$ cat src/rtl/flash_bus_pkg.sv
package flash_bus_pkg;

  // Strobes passed from control to datapath
  typedef struct packed {
    logic wrEn;      // store the current bus data this cycle
    logic byteMode;  // byte-wide access selected
    logic sigMode;   // identifier reads selected
    logic laneSel;   // half-word select in byte mode
    logic driveLo;   // drive the low byte lane
    logic driveHi;   // drive the high byte lane
  } busStrobe_t;

  typedef enum logic {
    CMD_IDLE  = 1'b0,
    CMD_ARMED = 1'b1
  } cmdState_t;

endpackage

$ cat src/rtl/flash_bus_ctrl.sv
module flash_bus_ctrl
  import flash_bus_pkg::*;
#(
  parameter int BYTE_W = 8,
  parameter logic [BYTE_W-1:0] PROG_CMD = 8'h40
) (
  input  logic              clk,
  input  logic              rstN,
  input  logic              ceN,
  input  logic              oeN,
  input  logic              weN,
  input  logic              byteN,
  input  logic              a9HiV,
  input  logic              laneIn,
  input  logic [BYTE_W-1:0] cmdByte,
  output busStrobe_t        strobe
);

  logic      weQ;
  logic      weRise;
  cmdState_t state;

  always_ff @(posedge clk or negedge rstN) begin
    if (!rstN) weQ <= 1'b1;
    else       weQ <= weN;
  end

  assign weRise = weN & ~weQ & ~ceN;

  always_ff @(posedge clk or negedge rstN) begin
    if (!rstN) begin
      state <= CMD_IDLE;
    end else if (weRise) begin
      case (state)
        CMD_IDLE:  state <= (cmdByte == PROG_CMD) ? CMD_ARMED : CMD_IDLE;
        CMD_ARMED: state <= CMD_IDLE;
        default:   state <= CMD_IDLE;
      endcase
    end
  end

  always_comb begin
    strobe.wrEn     = weRise && (state == CMD_ARMED);
    strobe.byteMode = ~byteN;
    strobe.sigMode  = a9HiV;
    strobe.laneSel  = ~byteN & laneIn;
    strobe.driveLo  = rstN & ~ceN & ~oeN;
    strobe.driveHi  = rstN & ~ceN & ~oeN & byteN;
  end

  // a store only follows a weN rise with chip enable low
  a_r5_store_on_rise: assert property (@(posedge clk) disable iff (!rstN)
    strobe.wrEn |-> (!ceN && weN && !$past(weN)));

  // arming only follows a write carrying the program command
  a_r6_arm_by_command: assert property (@(posedge clk) disable iff (!rstN)
    $rose(state == CMD_ARMED) |-> ($past(cmdByte) == PROG_CMD && !$past(ceN)));

endmodule

$ cat src/rtl/flash_bus_datapath.sv
module flash_bus_datapath
  import flash_bus_pkg::*;
#(
  parameter int DATA_W = 16,
  parameter int ADDR_W = 17,
  parameter int MEM_AW = 8,
  parameter logic [DATA_W-1:0] MFR_ID = 16'h00A5,
  parameter logic [DATA_W-1:0] DEV_ID = 16'h2C74
) (
  input  logic              clk,
  input  logic              rstN,
  input  busStrobe_t        strobe,
  input  logic [ADDR_W-1:0] addr,
  input  logic [DATA_W-1:0] dqIn,
  output logic [DATA_W-1:0] dqOut
);

  localparam int BYTE_W = DATA_W / 2;
  localparam int DEPTH  = 1 << MEM_AW;
  localparam int LANES  = 2;

  logic [DATA_W-1:0] mem [DEPTH];
  logic [MEM_AW-1:0] wordIdx;
  logic [LANES-1:0]  laneEn;
  logic [DATA_W-1:0] memWord;
  logic [DATA_W-1:0] idWord;
  logic              unusedAddrHi;

  assign wordIdx      = addr[MEM_AW-1:0];
  assign unusedAddrHi = ^addr[ADDR_W-1:MEM_AW];

  always_comb begin
    if (strobe.byteMode) laneEn = strobe.laneSel ? 2'b10 : 2'b01;
    else                 laneEn = 2'b11;
  end

  always_ff @(posedge clk) begin
    if (strobe.wrEn) begin
      for (int l = 0; l < LANES; l++) begin
        if (laneEn[l]) begin
          mem[wordIdx][l*BYTE_W +: BYTE_W] <= strobe.byteMode ?
            dqIn[BYTE_W-1:0] : dqIn[l*BYTE_W +: BYTE_W];
        end
      end
    end
  end

  assign memWord = mem[wordIdx];
  assign idWord  = addr[0] ? DEV_ID : MFR_ID;

  always_comb begin
    if (strobe.sigMode) begin
      dqOut = idWord;
    end else if (strobe.byteMode) begin
      dqOut = {memWord[DATA_W-1:BYTE_W],
               strobe.laneSel ? memWord[DATA_W-1:BYTE_W] : memWord[BYTE_W-1:0]};
    end else begin
      dqOut = memWord;
    end
  end

  // a word program leaves the bus data in the addressed word
  a_r6_word_program_stores: assert property (@(posedge clk) disable iff (!rstN)
    (strobe.wrEn && !strobe.byteMode) |=> (mem[$past(wordIdx)] == $past(dqIn)));

  // a low-half byte program keeps the high half
  a_r7_high_half_kept: assert property (@(posedge clk) disable iff (!rstN)
    (strobe.wrEn && strobe.byteMode && !strobe.laneSel) |=>
      (mem[$past(wordIdx)][DATA_W-1:BYTE_W] == $past(memWord[DATA_W-1:BYTE_W])));

  // word-wide identifier reads return one of the two codes
  a_r8_id_word: assert property (@(posedge clk) disable iff (!rstN)
    (strobe.sigMode && !strobe.byteMode) |-> (dqOut == MFR_ID || dqOut == DEV_ID));

  // byte-wide identifier reads return a low identifier byte
  a_r9_id_byte: assert property (@(posedge clk) disable iff (!rstN)
    (strobe.sigMode && strobe.byteMode) |->
      (dqOut[BYTE_W-1:0] == MFR_ID[BYTE_W-1:0] || dqOut[BYTE_W-1:0] == DEV_ID[BYTE_W-1:0]));

endmodule

$ cat src/rtl/flash_bus_front.sv
module flash_bus_front
  import flash_bus_pkg::*;
#(
  parameter int DATA_W = 16,
  parameter int ADDR_W = 17,
  parameter int MEM_AW = 8,
  parameter logic [DATA_W/2-1:0] PROG_CMD = 8'h40,
  parameter logic [DATA_W-1:0] MFR_ID = 16'h00A5,
  parameter logic [DATA_W-1:0] DEV_ID = 16'h2C74
) (
  input  logic              clk,
  input  logic              rpN,
  input  logic              ceN,
  input  logic              oeN,
  input  logic              weN,
  input  logic              byteN,
  input  logic              a9HiV,
  input  logic [ADDR_W-1:0] addr,
  input  logic [DATA_W-1:0] dqIn,
  output logic [DATA_W-1:0] dqOut,
  output logic [DATA_W-1:0] dqOe
);

  localparam int BYTE_W = DATA_W / 2;

  busStrobe_t strobe;

  flash_bus_ctrl #(
    .BYTE_W   (BYTE_W),
    .PROG_CMD (PROG_CMD)
  ) u_ctrl (
    .clk     (clk),
    .rstN    (rpN),
    .ceN     (ceN),
    .oeN     (oeN),
    .weN     (weN),
    .byteN   (byteN),
    .a9HiV   (a9HiV),
    .laneIn  (dqIn[DATA_W-1]),
    .cmdByte (dqIn[BYTE_W-1:0]),
    .strobe  (strobe)
  );

  flash_bus_datapath #(
    .DATA_W (DATA_W),
    .ADDR_W (ADDR_W),
    .MEM_AW (MEM_AW),
    .MFR_ID (MFR_ID),
    .DEV_ID (DEV_ID)
  ) u_data (
    .clk    (clk),
    .rstN   (rpN),
    .strobe (strobe),
    .addr   (addr),
    .dqIn   (dqIn),
    .dqOut  (dqOut)
  );

  assign dqOe = {{BYTE_W{strobe.driveHi}}, {BYTE_W{strobe.driveLo}}};

  // pads released when chip or output enable is high
  a_r3_bus_released: assert property (@(posedge clk) disable iff (!rpN)
    (ceN || oeN) |-> (dqOe == '0));

  // upper lane never driven in byte mode
  a_r2_upper_idle_in_byte: assert property (@(posedge clk) disable iff (!rpN)
    !byteN |-> (dqOe[DATA_W-1:BYTE_W] == '0));

endmodule

$ cat config.mk
export PLATFORM = sky130hd
export DESIGN_NAME = flash_bus_front
export DESIGN_NICKNAME = d
export VERILOG_FILES = /design/src/rtl/flash_bus_pkg.sv /design/src/rtl/flash_bus_ctrl.sv /design/src/rtl/flash_bus_datapath.sv /design/src/rtl/flash_bus_front.sv
export SDC_FILE = /design/constraint.sdc
export NUM_CORES = 2
export LEC_CHECK = 0
export BUFFER_PORTS_ARGS = -buffer_cell sky130_fd_sc_hd__buf_2
export CAP_MARGIN = 20
export CORE_UTILIZATION = 55
export CTS_CLUSTER_SIZE = 20
export DETAILED_ROUTE_END_ITERATION = 8
export PLACE_DENSITY_LB_ADDON = 0.08
export SLEW_MARGIN = 5
export SYNTH_ARGS = -nofsm -noshare
export SYNTH_HDL_FRONTEND = slang
export SYNTH_HIERARCHICAL = 1
export SYNTH_SLANG_ARGS = --single-unit
$ cat constraint.sdc
create_clock -name clk -period 3.4 [get_ports clk]
set_input_delay 0.17 -clock clk [delete_from_list [all_inputs] [get_ports clk]]
set_output_delay 0.17 -clock clk [all_outputs]
set_load 0.1 [all_outputs]
==> flow_metrics.tcl <==
set metrics [dict create \
    synth_area_leaders "edfxtp_1 78%, mux4_2 16%, nor2_1 1.3%" \
    drv_slew 0 \
    critPathLaunchType "register" \
    status "complete, but fails checks" \
    total_power_mw 107 \
    regToRegSetupSlack_ns 0.39 \
    die_area_um2 290000 \
    yosysMostFrequentCell "edfxtp_1" \
    fin_skew_ns 0.0310 \
    ys_top_cells_by_count "4096 x edfxtp_1, 1093 x mux4_2, 565 x nor2_1, 193 x clkbuf_1, 189 x a22oi_1" \
    dp_hpwl_mm 299 \
    wl_mm 455 \
    ys_seq_area_frac 0.777 \
    hp-start "dqIn[12]" \
    cts.sinks 4098 \
    syn_avg_cell_area_um2 22.1 \
    r2r_end "u_data/mem[11][7]$_DFFE_PP_" \
    synth_cell_types 66 \
    hold_slack_ns 0.0234 \
    fp.coreArea_um2 286000 \
    fin_crit_ns 4.14 \
    synth_top_area_share 0.777 \
    cts_tree "built" \
    grt_start_max_net_pins 212 \
    rows 196 \
    netlist_instances 7154 \
    synth_warnings 6 \
    finalCritPeriodShare 1.22 \
    cts.reportedPaths.clkPinSlew_ns 0.06 \
    drt_iter0_markers 11087 \
    start_util 0.554 \
    antenna_found_initial 19 \
    power.density_nw_per_um2 567 \
    critPathMaxFanout 1 \
    routed_via_density 6.49 \
    min_path_type "in -> reg" \
    htree_levels 5 \
    grt_pass1_vias 83185 \
    synth_edf_count 4096 \
    clk_latency_ns 0.98 \
    root_buffer "clkbuf_16" \
    violations "setup timing" \
    die_y_um 539 \
    synth_area_um2 158000 \
    dp_cells 11984 \
    whs_path_depth 2 \
    first_pass_iters 5 \
    ant_nets 0 \
    ys_seq_elements 4098 \
    overflow 0 \
    cts_buffers 409 \
    dieWidth_um 539 \
    max_freq_mhz 241 \
    drc_errors 0 \
    endpoint_kind "output port" \
    ir_drop_uv 511 \
    setup_tns_ns -8.00 \
    rr_startpoint "u_ctrl/weQ$_DFF_PN1_" \
    r2r_cells 7 \
    yosys_most_used_dff "edfxtp_1" \
    p_leak_nw 61.5 \
    synthToLayoutAreaGrowth_pct 19.1 \
    wire_per_inst_um 35.7 \
    setup_ws_ns -0.742 \
    max_cap_violations 0 \
    tightest_slew_ns 1.21 \
    track_usage 0.316 \
    synth.largest_area_cell "edfxtp_1" \
    syn_nets 7194 \
    holdPathEnd "u_data/mem[7][12]$_DFFE_PP_" \
    grt_pass1_wl_mm 641 \
    fin_cells 12760 \
    fin_nets 8685 \
    slew_headroom 0.197 \
    setup_viol 16 \
    vias 82813 \
    hold_viol_final 0 \
    worstSetupPathType "reg -> out" \
    clk_path_buf_depth 4 \
    drive_gt1_frac 0.377 \
    async_flop_share 0.000488 \
    rsz0062_at_grt "true" \
    place_congestion 0.896 \
    required_ns 3.23 \
    portBuffers 62 \
    pin_count 72 \
    cp.arrival_ns 3.97 \
]
## where the power goes
part           leakage [nW]  internal [mW]  total (mW)  switching [mW]
clock network          6.37           25.3        44.5            19.2
registers              36.8           55.8        55.8        0.000313
logic                  18.3           2.54        6.82            4.28
total                  61.5           83.6         107            23.4
## what timing repair did
item,CTS,global route
endpoints found under the hold margin,567,0
buffers inserted,2,3
pin swaps,50,18
gates resized for setup,189,31
setup endpoints to repair,16,16
cloned,1,0
hold buffers,15,0
## layout by cell type (no fill, tap or decap), drive strengths merged, types with 4 or more instances in the layout
cell type / netlist / routed
a31oi: 14 / 14
nand3b: 6 / 6
nor4: 16 / 16
a221oi: 9 / 9
and3: 4 / 4
clkbuf: 193 / 510
nand2b: 6 / 6
nor2: 566 / 566
nor2b: 16 / 16
o211ai: 8 / 8
clkinvlp: 0 / 21
or3b: 5 / 5
a2111oi: 8 / 8
a22oi: 189 / 189
edfxtp: 4096 / 4096
o221ai: 5 / 5
o22ai: 58 / 58
dlygate4sd3: 0 / 15
inv: 9 / 27
nand2: 170 / 170
or2: 5 / 5
nand4: 23 / 23
mux4: 1093 / 1093
nand3: 43 / 43
buf: 264 / 1513
clkinv: 0 / 172
o41ai: 9 / 9
nor3: 17 / 17
bufinv: 0 / 39
a32oi: 6 / 6
a21oi: 95 / 95
and2: 11 / 11
a211oi: 19 / 19
diode: 0 / 12
mux2: 15 / 15
o21ai: 15 / 15
mux2i: 112 / 112
a22o: 11 / 11
## final cells by class
type                    instances  area [um^2]
flip-flops and latches       4098       123000
inverters                       9         41.3
clock buffers                 502        10700
multi-input cells            2590        34200
clock inverters               250         2430
fillers                     18613        97000
well taps                    3762         4710
repair buffers               1537        13500
diodes                         12         30.0
## critical path, cell delays in order, from the launching register on
cell	delay [ns]
edfxtp_1	0.36
mux4_2	0.52
mux4_2	0.51
a22oi_2	0.39
buf_4	0.19
a21oi_2	0.05
or4_4	0.58
a2bb2oi_4	0.22
buf_12	0.19
## how the worst max path moves through the flow
stage	from	to	slack, ns	depth (start not counted)
2_1_floorplan	addr[1]	dqOut[14]	0.03	11
3_3_place_gp	addr[0]	dqOut[0]	-1.88	14
3_5_place_dp	addr[0]	dqOut[14]	-1.35	14
4_1_cts	u_data/mem[183][2]$_DFFE_PP_	dqOut[2]	-0.78	8
5_1_grt	u_data/mem[176][2]$_DFFE_PP_	dqOut[2]	-0.78	8
6_report	u_data/mem[183][2]$_DFFE_PP_	dqOut[2]	-0.74	8
## cells by family after synthesis
| logic type | Yosys count | synth area share |
|---|---|---|
| flip-flops | 4098 | 0.777 |
| AO/OA/AOI/OAI | 465 | 0.0203 |
| multiplexers | 1220 | 0.164 |
| AND/OR/NAND/NOR | 905 | 0.0241 |
| buffers and inverters | 466 | 0.0149 |
## stage by stage
step | area [um^2] | worst slack (ns) | util
5_1_grt | 189000 | -0.775 | 0.660
4_1_cts | 189000 | -0.780 | 0.660
3_5_place_dp | 174000 | -1.35 | 0.610
6_report | 189000 | -0.742 | 0.660
2_1_floorplan | 158000 | 0.0253 | -
3_3_place_gp | 174000 | -1.88 | 0.610
## per-layer routing
layer	part of all wire	global-route usage	vias up
li1	-	-	33165
met1	0.38	0.441	44413
met2	0.48	0.505	4426
met3	0.096	0.0579	805
met4	0.041	0.116	4
met5	0.000057	0	-
## sequential cells by signal (all words and copies together), names as in the netlist
signal and count:
u_data/mem 4096, u_ctrl/state 1, u_ctrl/weQ 1
Power figures use the tool's default switching activity.
